**config.mk**
```make
export PLATFORM = sky130hd
export DESIGN_NAME = half_cmp_swap_unit
export DESIGN_NICKNAME = d
export VERILOG_FILES = /design/src/rtl/hcs_pkg.sv /design/src/rtl/hcs_sequencer.sv /design/src/rtl/hcs_store.sv /design/src/rtl/hcs_judge.sv /design/src/rtl/half_cmp_swap_unit.sv
export SDC_FILE = /design/constraint.sdc
export NUM_CORES = 2
export LEC_CHECK = 0
export ABC_AREA = 0
export ABC_CLOCK_PERIOD_IN_PS = 10100
export BUFFER_PORTS_ARGS = -buffer_cell sky130_fd_sc_hd__buf_2
export CAP_MARGIN = 5
export CORE_MARGIN = 4
export CORE_UTILIZATION = 25
export CTS_BUF_LIST = sky130_fd_sc_hd__clkbuf_16
export DETAILED_ROUTE_END_ITERATION = 10
export GPL_ROUTABILITY_DRIVEN = 0
export MAX_ROUTING_LAYER = met4
export SYNTH_ARGS = -nofsm -noshare
export SYNTH_HDL_FRONTEND = slang
export SYNTH_HIERARCHICAL = 1
export SYNTH_SLANG_ARGS = --single-unit
```
**constraint.sdc**
```tcl
create_clock -name clk -period 10.1 [get_ports clk]
set_input_delay 0.505 -clock clk [delete_from_list [all_inputs] [get_ports clk]]
set_output_delay 0.505 -clock clk [all_outputs]
set_load 0.1 [all_outputs]
```
**src/rtl/hcs_pkg.sv**
```systemverilog
package hcs_pkg;

    localparam int unsigned WORD_W = 128;
    localparam int unsigned HALF_W = 64;
    localparam int unsigned OFS_W  = 4;

    typedef enum logic [1:0] {
        OP_READ  = 2'b00,
        OP_WRITE = 2'b01,
        OP_SWAP  = 2'b10,
        OP_SPARE = 2'b11
    } op_e;

    typedef enum logic [1:0] {
        PH_IDLE,
        PH_FETCH,
        PH_JUDGE,
        PH_COMMIT
    } phase_e;

    typedef struct packed {
        op_e               op;
        logic              misalign;
        logic [HALF_W-1:0] expect_lo;
        logic [WORD_W-1:0] wdata;
    } job_t;

    typedef struct packed {
        logic ok;
        logic err;
        logic store;
    } verdict_t;

    function automatic logic low_half_equal(input logic [WORD_W-1:0] word,
                                            input logic [HALF_W-1:0] tag);
        return word[HALF_W-1:0] == tag;
    endfunction

    function automatic logic off_grid(input logic [OFS_W-1:0] low_bits);
        return |low_bits;
    endfunction

endpackage

```
**src/rtl/hcs_sequencer.sv**
```systemverilog
module hcs_sequencer
    import hcs_pkg::*;
(
    input  logic   clk,
    input  logic   rst,
    input  logic   accept,
    output phase_e phase
);
    always_ff @(posedge clk) begin
        if (rst) begin
            phase <= PH_IDLE;
        end else begin
            case (phase)
                PH_IDLE:   if (accept) phase <= PH_FETCH;
                PH_FETCH:  phase <= PH_JUDGE;
                PH_JUDGE:  phase <= PH_COMMIT;
                default:   phase <= PH_IDLE;
            endcase
        end
    end
endmodule

```
**src/rtl/hcs_store.sv**
```systemverilog
module hcs_store
    import hcs_pkg::*;
#(
    parameter int unsigned WORDS = 16,
    localparam int unsigned IDX_W = $clog2(WORDS)
) (
    input  logic              clk,
    input  logic              rst,
    input  logic              rd_en,
    input  logic [IDX_W-1:0]  rd_idx,
    output logic [WORD_W-1:0] rd_word,
    input  logic              wr_en,
    input  logic [IDX_W-1:0]  wr_idx,
    input  logic [WORD_W-1:0] wr_word
);
    logic [WORD_W-1:0] cells [WORDS];

    always_ff @(posedge clk) begin
        if (rst) begin
            for (int i = 0; i < WORDS; i++) cells[i] <= '0;
        end else if (wr_en) begin
            cells[wr_idx] <= wr_word;
        end
    end

    always_ff @(posedge clk) begin
        if (rst) rd_word <= '0;
        else if (rd_en) rd_word <= cells[rd_idx];
    end
endmodule

```
**src/rtl/hcs_judge.sv**
```systemverilog
module hcs_judge
    import hcs_pkg::*;
(
    input  logic              clk,
    input  logic              rst,
    input  logic              judge_en,
    input  job_t              job,
    input  logic [WORD_W-1:0] fetched,
    output verdict_t          verdict
);
    verdict_t next_v;

    always_comb begin
        next_v = '0;
        if (job.misalign) begin
            next_v.err = 1'b1;
        end else begin
            case (job.op)
                OP_WRITE: begin
                    next_v.ok    = 1'b1;
                    next_v.store = 1'b1;
                end
                OP_SWAP: begin
                    next_v.ok    = low_half_equal(fetched, job.expect_lo);
                    next_v.store = next_v.ok;
                end
                default: next_v.ok = 1'b1;
            endcase
        end
    end

    always_ff @(posedge clk) begin
        if (rst) verdict <= '0;
        else if (judge_en) verdict <= next_v;
    end
endmodule

```
**src/rtl/half_cmp_swap_unit.sv**
```systemverilog
module half_cmp_swap_unit
    import hcs_pkg::*;
#(
    parameter int unsigned WORDS  = 16,
    parameter int unsigned ADDR_W = 8,
    localparam int unsigned IDX_W = $clog2(WORDS)
) (
    input  logic                clk,
    input  logic                rst,
    input  logic                req_valid,
    output logic                req_ready,
    input  logic [1:0]          req_op,
    input  logic [ADDR_W-1:0]   req_addr,
    input  logic [HALF_W-1:0]   req_expect,
    input  logic [WORD_W-1:0]   req_wdata,
    output logic                rsp_valid,
    output logic [WORD_W-1:0]   rsp_data,
    output logic                rsp_ok,
    output logic                rsp_err
);
    phase_e            phase;
    job_t              job;
    logic [IDX_W-1:0]  idx;
    logic [WORD_W-1:0] fetched;
    verdict_t          verdict;
    logic              accept;

    assign req_ready = (phase == PH_IDLE);
    assign accept    = req_valid && req_ready;

    always_ff @(posedge clk) begin
        if (rst) begin
            job <= '0;
            idx <= '0;
        end else if (accept) begin
            job.op        <= op_e'(req_op);
            job.misalign  <= off_grid(req_addr[OFS_W-1:0]);
            job.expect_lo <= req_expect;
            job.wdata     <= req_wdata;
            idx           <= req_addr[OFS_W +: IDX_W];
        end
    end

    hcs_sequencer i_seq (
        .clk    (clk),
        .rst    (rst),
        .accept (accept),
        .phase  (phase)
    );

    hcs_store #(.WORDS(WORDS)) i_store (
        .clk     (clk),
        .rst     (rst),
        .rd_en   (phase == PH_FETCH),
        .rd_idx  (idx),
        .rd_word (fetched),
        .wr_en   ((phase == PH_COMMIT) && verdict.store),
        .wr_idx  (idx),
        .wr_word (job.wdata)
    );

    hcs_judge i_judge (
        .clk      (clk),
        .rst      (rst),
        .judge_en (phase == PH_JUDGE),
        .job      (job),
        .fetched  (fetched),
        .verdict  (verdict)
    );

    assign rsp_valid = (phase == PH_COMMIT);
    assign rsp_ok    = verdict.ok;
    assign rsp_err   = verdict.err;
    assign rsp_data  = verdict.err ? '0 : fetched;
endmodule

```
# After elaboration in Yosys (flattened, before gate mapping)
# Memories as Yosys holds them, arrays and structs flattened. A register that Yosys moved wholly into a read port is not among the register bits.
# Cells that the tools add are included.
# totals
mem_bits_rw,2048
register_bits,204
n_memories,1
output_inout_bits,132
word_cells,38
# mem_list
memory,depth,word_bits,rd,rd_ports_with_merged_regs,write_ports,line,rtl
i_store.cells,16,128,1,1,16,hcs_store.sv:16,logic [WORD_W-1:0] cells [WORDS];
# classes
n_mux,16
reduce_logical,5
n_eq_ne,7
# op_table
operator,count
$mux 128,2
$reduce_or 128->1,1
$eq 64x64->1,1
$mux 1,10
$eq 2x2->1 const B,3
$pmux 2 s3,1
$eq 2x1->1 const B,2
$mux 4,1
$reduce_or 4->1,1
$logic_and 1x1->1,2
$logic_not 2->1,1
$mux 2,1
$ne 2x1->1 const B,1
$pmux 1 s2,1

# Depth between registers and ports, before layout
# logic_depth
word_depth,7
mapped_depth,9
ltp_nobuf,5

# By module
# The synthesis kept the hierarchy.
# modules_own_cells
mod,area_each_um2,instances,cells_each
hcs_store,96498.8,1,6864
half_cmp_swap_unit,7908.8,1,1011
hcs_judge,853.3,1,102
hcs_sequencer,117.6,1,13

# Worst setup path after synthesis
# OpenSTA, ideal clock, no wires.
# synth_path
path_kind,register to register
start,register i_seq.phase[1]
end,"memory i_store.cells[1][0], enable pin"
arrival_ps,3098
required_ps,9667
path_stages_with_launch,6
setup_slack_ps,6569
cell_sequence,dfxtp_1 -> and3_1 -> or4b_4 -> nor2_1 -> clkbuf_1 -> or2_2
# synth_lines
item,line,rtl
from (decl),hcs_sequencer.sv:7,output phase_e phase
from (signal assigned),hcs_sequencer.sv:11,phase <= PH_IDLE;
from (signal assigned),hcs_sequencer.sv:14,PH_IDLE: if (accept) phase <= PH_FETCH;
from (signal assigned),hcs_sequencer.sv:15,PH_FETCH: phase <= PH_JUDGE;
to (decl),hcs_store.sv:16,

==> impl_metrics.env <==
export IMPL_status="finished, final reports clean"
export IMPL_hold_start="req_wdata[114]"
export IMPL_cts_buffers_inserted=225
export IMPL_hpwl_um=176000
export IMPL_start_kind="register"
export IMPL_post_synth_cell_area_avg_sq_um=13.2
export IMPL_core_sq_um=420000
export IMPL_grt_max_degree=129
export IMPL_busiest_layer="met2"
export IMPL_yosysWarnings=6
export IMPL_grt_usage_pct=15.9
export IMPL_crit_start="i_seq/phase[1]"
export IMPL_gr_usage_met3_pct=1.50
export IMPL_critPathMaxFanout=57
export IMPL_clock_path_buffers=4
export IMPL_grt_overflow=0
export IMPL_fp_dieW_um=657
export IMPL_synth_top_cells_by_area="edfxtp_1 (58%), and2_1 (12%), mux2i_1 (7.0%)"
export IMPL_dieArea_sq_um=432000
export IMPL_hold_path_class="in2reg"
export IMPL_worst_r2r_startpoint="i_seq/phase[1]"
export IMPL_grt_first_pass_wirelength_um=490000
export IMPL_synth_cells=7990
export IMPL_start_util_pct=25.1
export IMPL_setup_violations=0
export IMPL_clk_pin_slew_ps=60
export IMPL_synth_most_common_cell="and2_1"
export IMPL_use_met1_pct=19.0
export IMPL_ys_types=49
export IMPL_drt_total_wl_um=345000
export IMPL_nNetsFinal=8353
export IMPL_viasPerCell=4.59
export IMPL_cp_arrival_ps=5360
export IMPL_fin_skew_ps=63.3
export IMPL_worstPathRequired_ps=10590
export IMPL_async_reset_ff_share_pct=0
export IMPL_fmax_mhz=205
export IMPL_num_rows=238
export IMPL_syn_nets=8199
export IMPL_total_power_mw=25.3
export IMPL_clk_latency_ps=890
export IMPL_finalCritPeriodShare_pct=48.2
export IMPL_rsz0062_at_grt="false"
export IMPL_fp_dieH_um=657
export IMPL_drive_gt1_share_pct=11.9
export IMPL_crit_type="reg2reg"
export IMPL_port_buffers=336
export IMPL_synthFlopType="edfxtp_1"
export IMPL_first_global_vias=64800
export IMPL_synth_top_cell_by_area="edfxtp_1"
export IMPL_firstDrtPassIters=8
export IMPL_r2r_slack_ps=5230
export IMPL_synth_edf_count=2048
export IMPL_synthTopCellsByCount="and2_1 (2051), edfxtp_1 (2048), mux2i_1 (737), nand2_1 (680), clkbuf_1 (473)"
export IMPL_synth_top_area_share_pct=58.4
export IMPL_hold_end="job[114]"
export IMPL_maxSlewViolCount=0
export IMPL_antenna_found_initial=35
export IMPL_syn_area_sq_um=105000
export IMPL_via_count=64200
export IMPL_root_buffer="clkbuf_16"
export IMPL_cts_sinks=2380
export IMPL_dpl_instance_area_sq_um=112000
export IMPL_ios=337
export IMPL_hold_path_depth=3
export IMPL_worst_r2r_endpoint="i_store/cells[14][96]"
export IMPL_p_leak_nw=42.6
export IMPL_worst_pin_slew_ps=1310
export IMPL_tns_ps=0
export IMPL_ys_seq_area_share_pct=64.7
export IMPL_max_cap_violations=0
export IMPL_avgRoutedWirePerCell_um=24.6
export IMPL_rr_worst_depth=5
export IMPL_final_cell_area_sq_um=121000
export IMPL_cts_tree="yes"
export IMPL_use_met2_pct=27.4
export IMPL_irDropWorstVdd_uv=153
export IMPL_drtIter0Drc=6078
export IMPL_ys_ff_latch=2380
export IMPL_drc=0
export IMPL_postRouteAntennaNets=0
export IMPL_htreeDepth=4
export IMPL_hold_viol=0
export IMPL_area_growth_pct=14.8
export IMPL_power_density_nw_per_um2=209
export IMPL_period_minus_slack_ps=4870
export IMPL_relSlewSlack_pct=12.7
export IMPL_postCtsSetupBuffers=0
export IMPL_worst_setup_path_end_kind="register"
==> layer usage <==
metal	share of wire, %	wire length, um	vias to the layer above
li1	-	-	28500
met1	40	138000	33000
met2	50	174000	2120
met3	5.2	17800	551
met4	4.5	15400	0
met5	0	0	-
==> cells in the final DEF, fill, tap and decap left out, types with 42 or more instances in the layout <==
cell type / synthesis / final
a21oi_1: 380 / 380
a22oi_1: 184 / 184
and2_1: 2051 / 2050
buf_2: 109 / 335
buf_4: 44 / 72
clkbuf_16: 0 / 227
clkinv_1: 0 / 72
dfxtp_1: 332 / 328
dlygate4sd3_1: 0 / 177
edfxtp_1: 2048 / 2048
inv_1: 4 / 64
mux2_2: 72 / 72
mux2i_1: 737 / 737
mux4_2: 144 / 144
nand2_1: 680 / 679
nand3_1: 272 / 272
nor2_1: 56 / 42
nor2b_1: 133 / 131
xnor2_1: 64 / 58
==> timing repair <==
item,in CTS,in global routing
hold buffers,175,2
endpoints found under the hold margin,171,2
resized for setup,0,0
setup endpoints to repair,0,0
==> critical path: stages (launching register included) <==
cell      delay (ps)
dfxtp_1          460
and3_1           430
nand4b_1         420
nor2_4          1090
or2_4           1150
buf_4            850
==> stage by stage <==
stage                     setup slack [ps]  cells  util, %  hold slack, ps
final                                 5230  14000     28.8            23.3
after global routing                  5060  14000     28.8            1.76
after CTS                             5220  14000     28.8           0.233
after detailed placement              5250  13400     26.7             435
after global placement                5240  13400     26.7             437
after floorplan                       6570   7990        -             418
==> flip-flops by register name, indices dropped and copies added (netlist names) <==
| signal | cells |
|---|---|
| i_judge/verdict | 3 |
| i_seq/phase | 2 |
| i_store/cells | 2048 |
| i_store/rd_word | 128 |
| idx | 4 |
| job | 195 |
==> layout make-up <==
type,count,area (sq um)
clock inverter,186,1170
antenna,34,85.1
fill,42200,299000
multi-input combinational,4919,34300
timing repair buffer,613,4560
clock buffer,227,5680
sequential,2380,68200
tap,5640,7060
inverter,5,26.3
==> worst max path at each step <==
stage	to	cells after the start
2_1_floorplan	i_store/cells[1][0]	5
3_3_place_gp	i_store/cells[14][91]	5
3_5_place_dp	i_store/cells[14][100]	5
4_1_cts	i_store/cells[14][92]	5
5_1_grt	i_store/cells[14][96]	5
6_report	i_store/cells[14][96]	5
==> cell families (layout without fill, tap and decap cells) <==
group	after synthesis	after routing	share of synthesized area, %
buf+inv	691	1031	3.06
compound gates	606	606	3.37
other cells	0	34	0
flops	2380	2380	64.7
fa+ha+maj	4	4	0.0475
mux	953	953	10.8
simple gates	3292	3292	17.5
xor+xnor	64	64	0.532
==> power by group <==
group | internal (mW) | leakage [nW] | switching (mW)
sequential | 11.2 | 23.9 | 0.892
combinational | 1.40 | 15.1 | 3.63
clock | 4.41 | 3.59 | 3.73
Note: power is estimated with default switching activity, not from simulation.
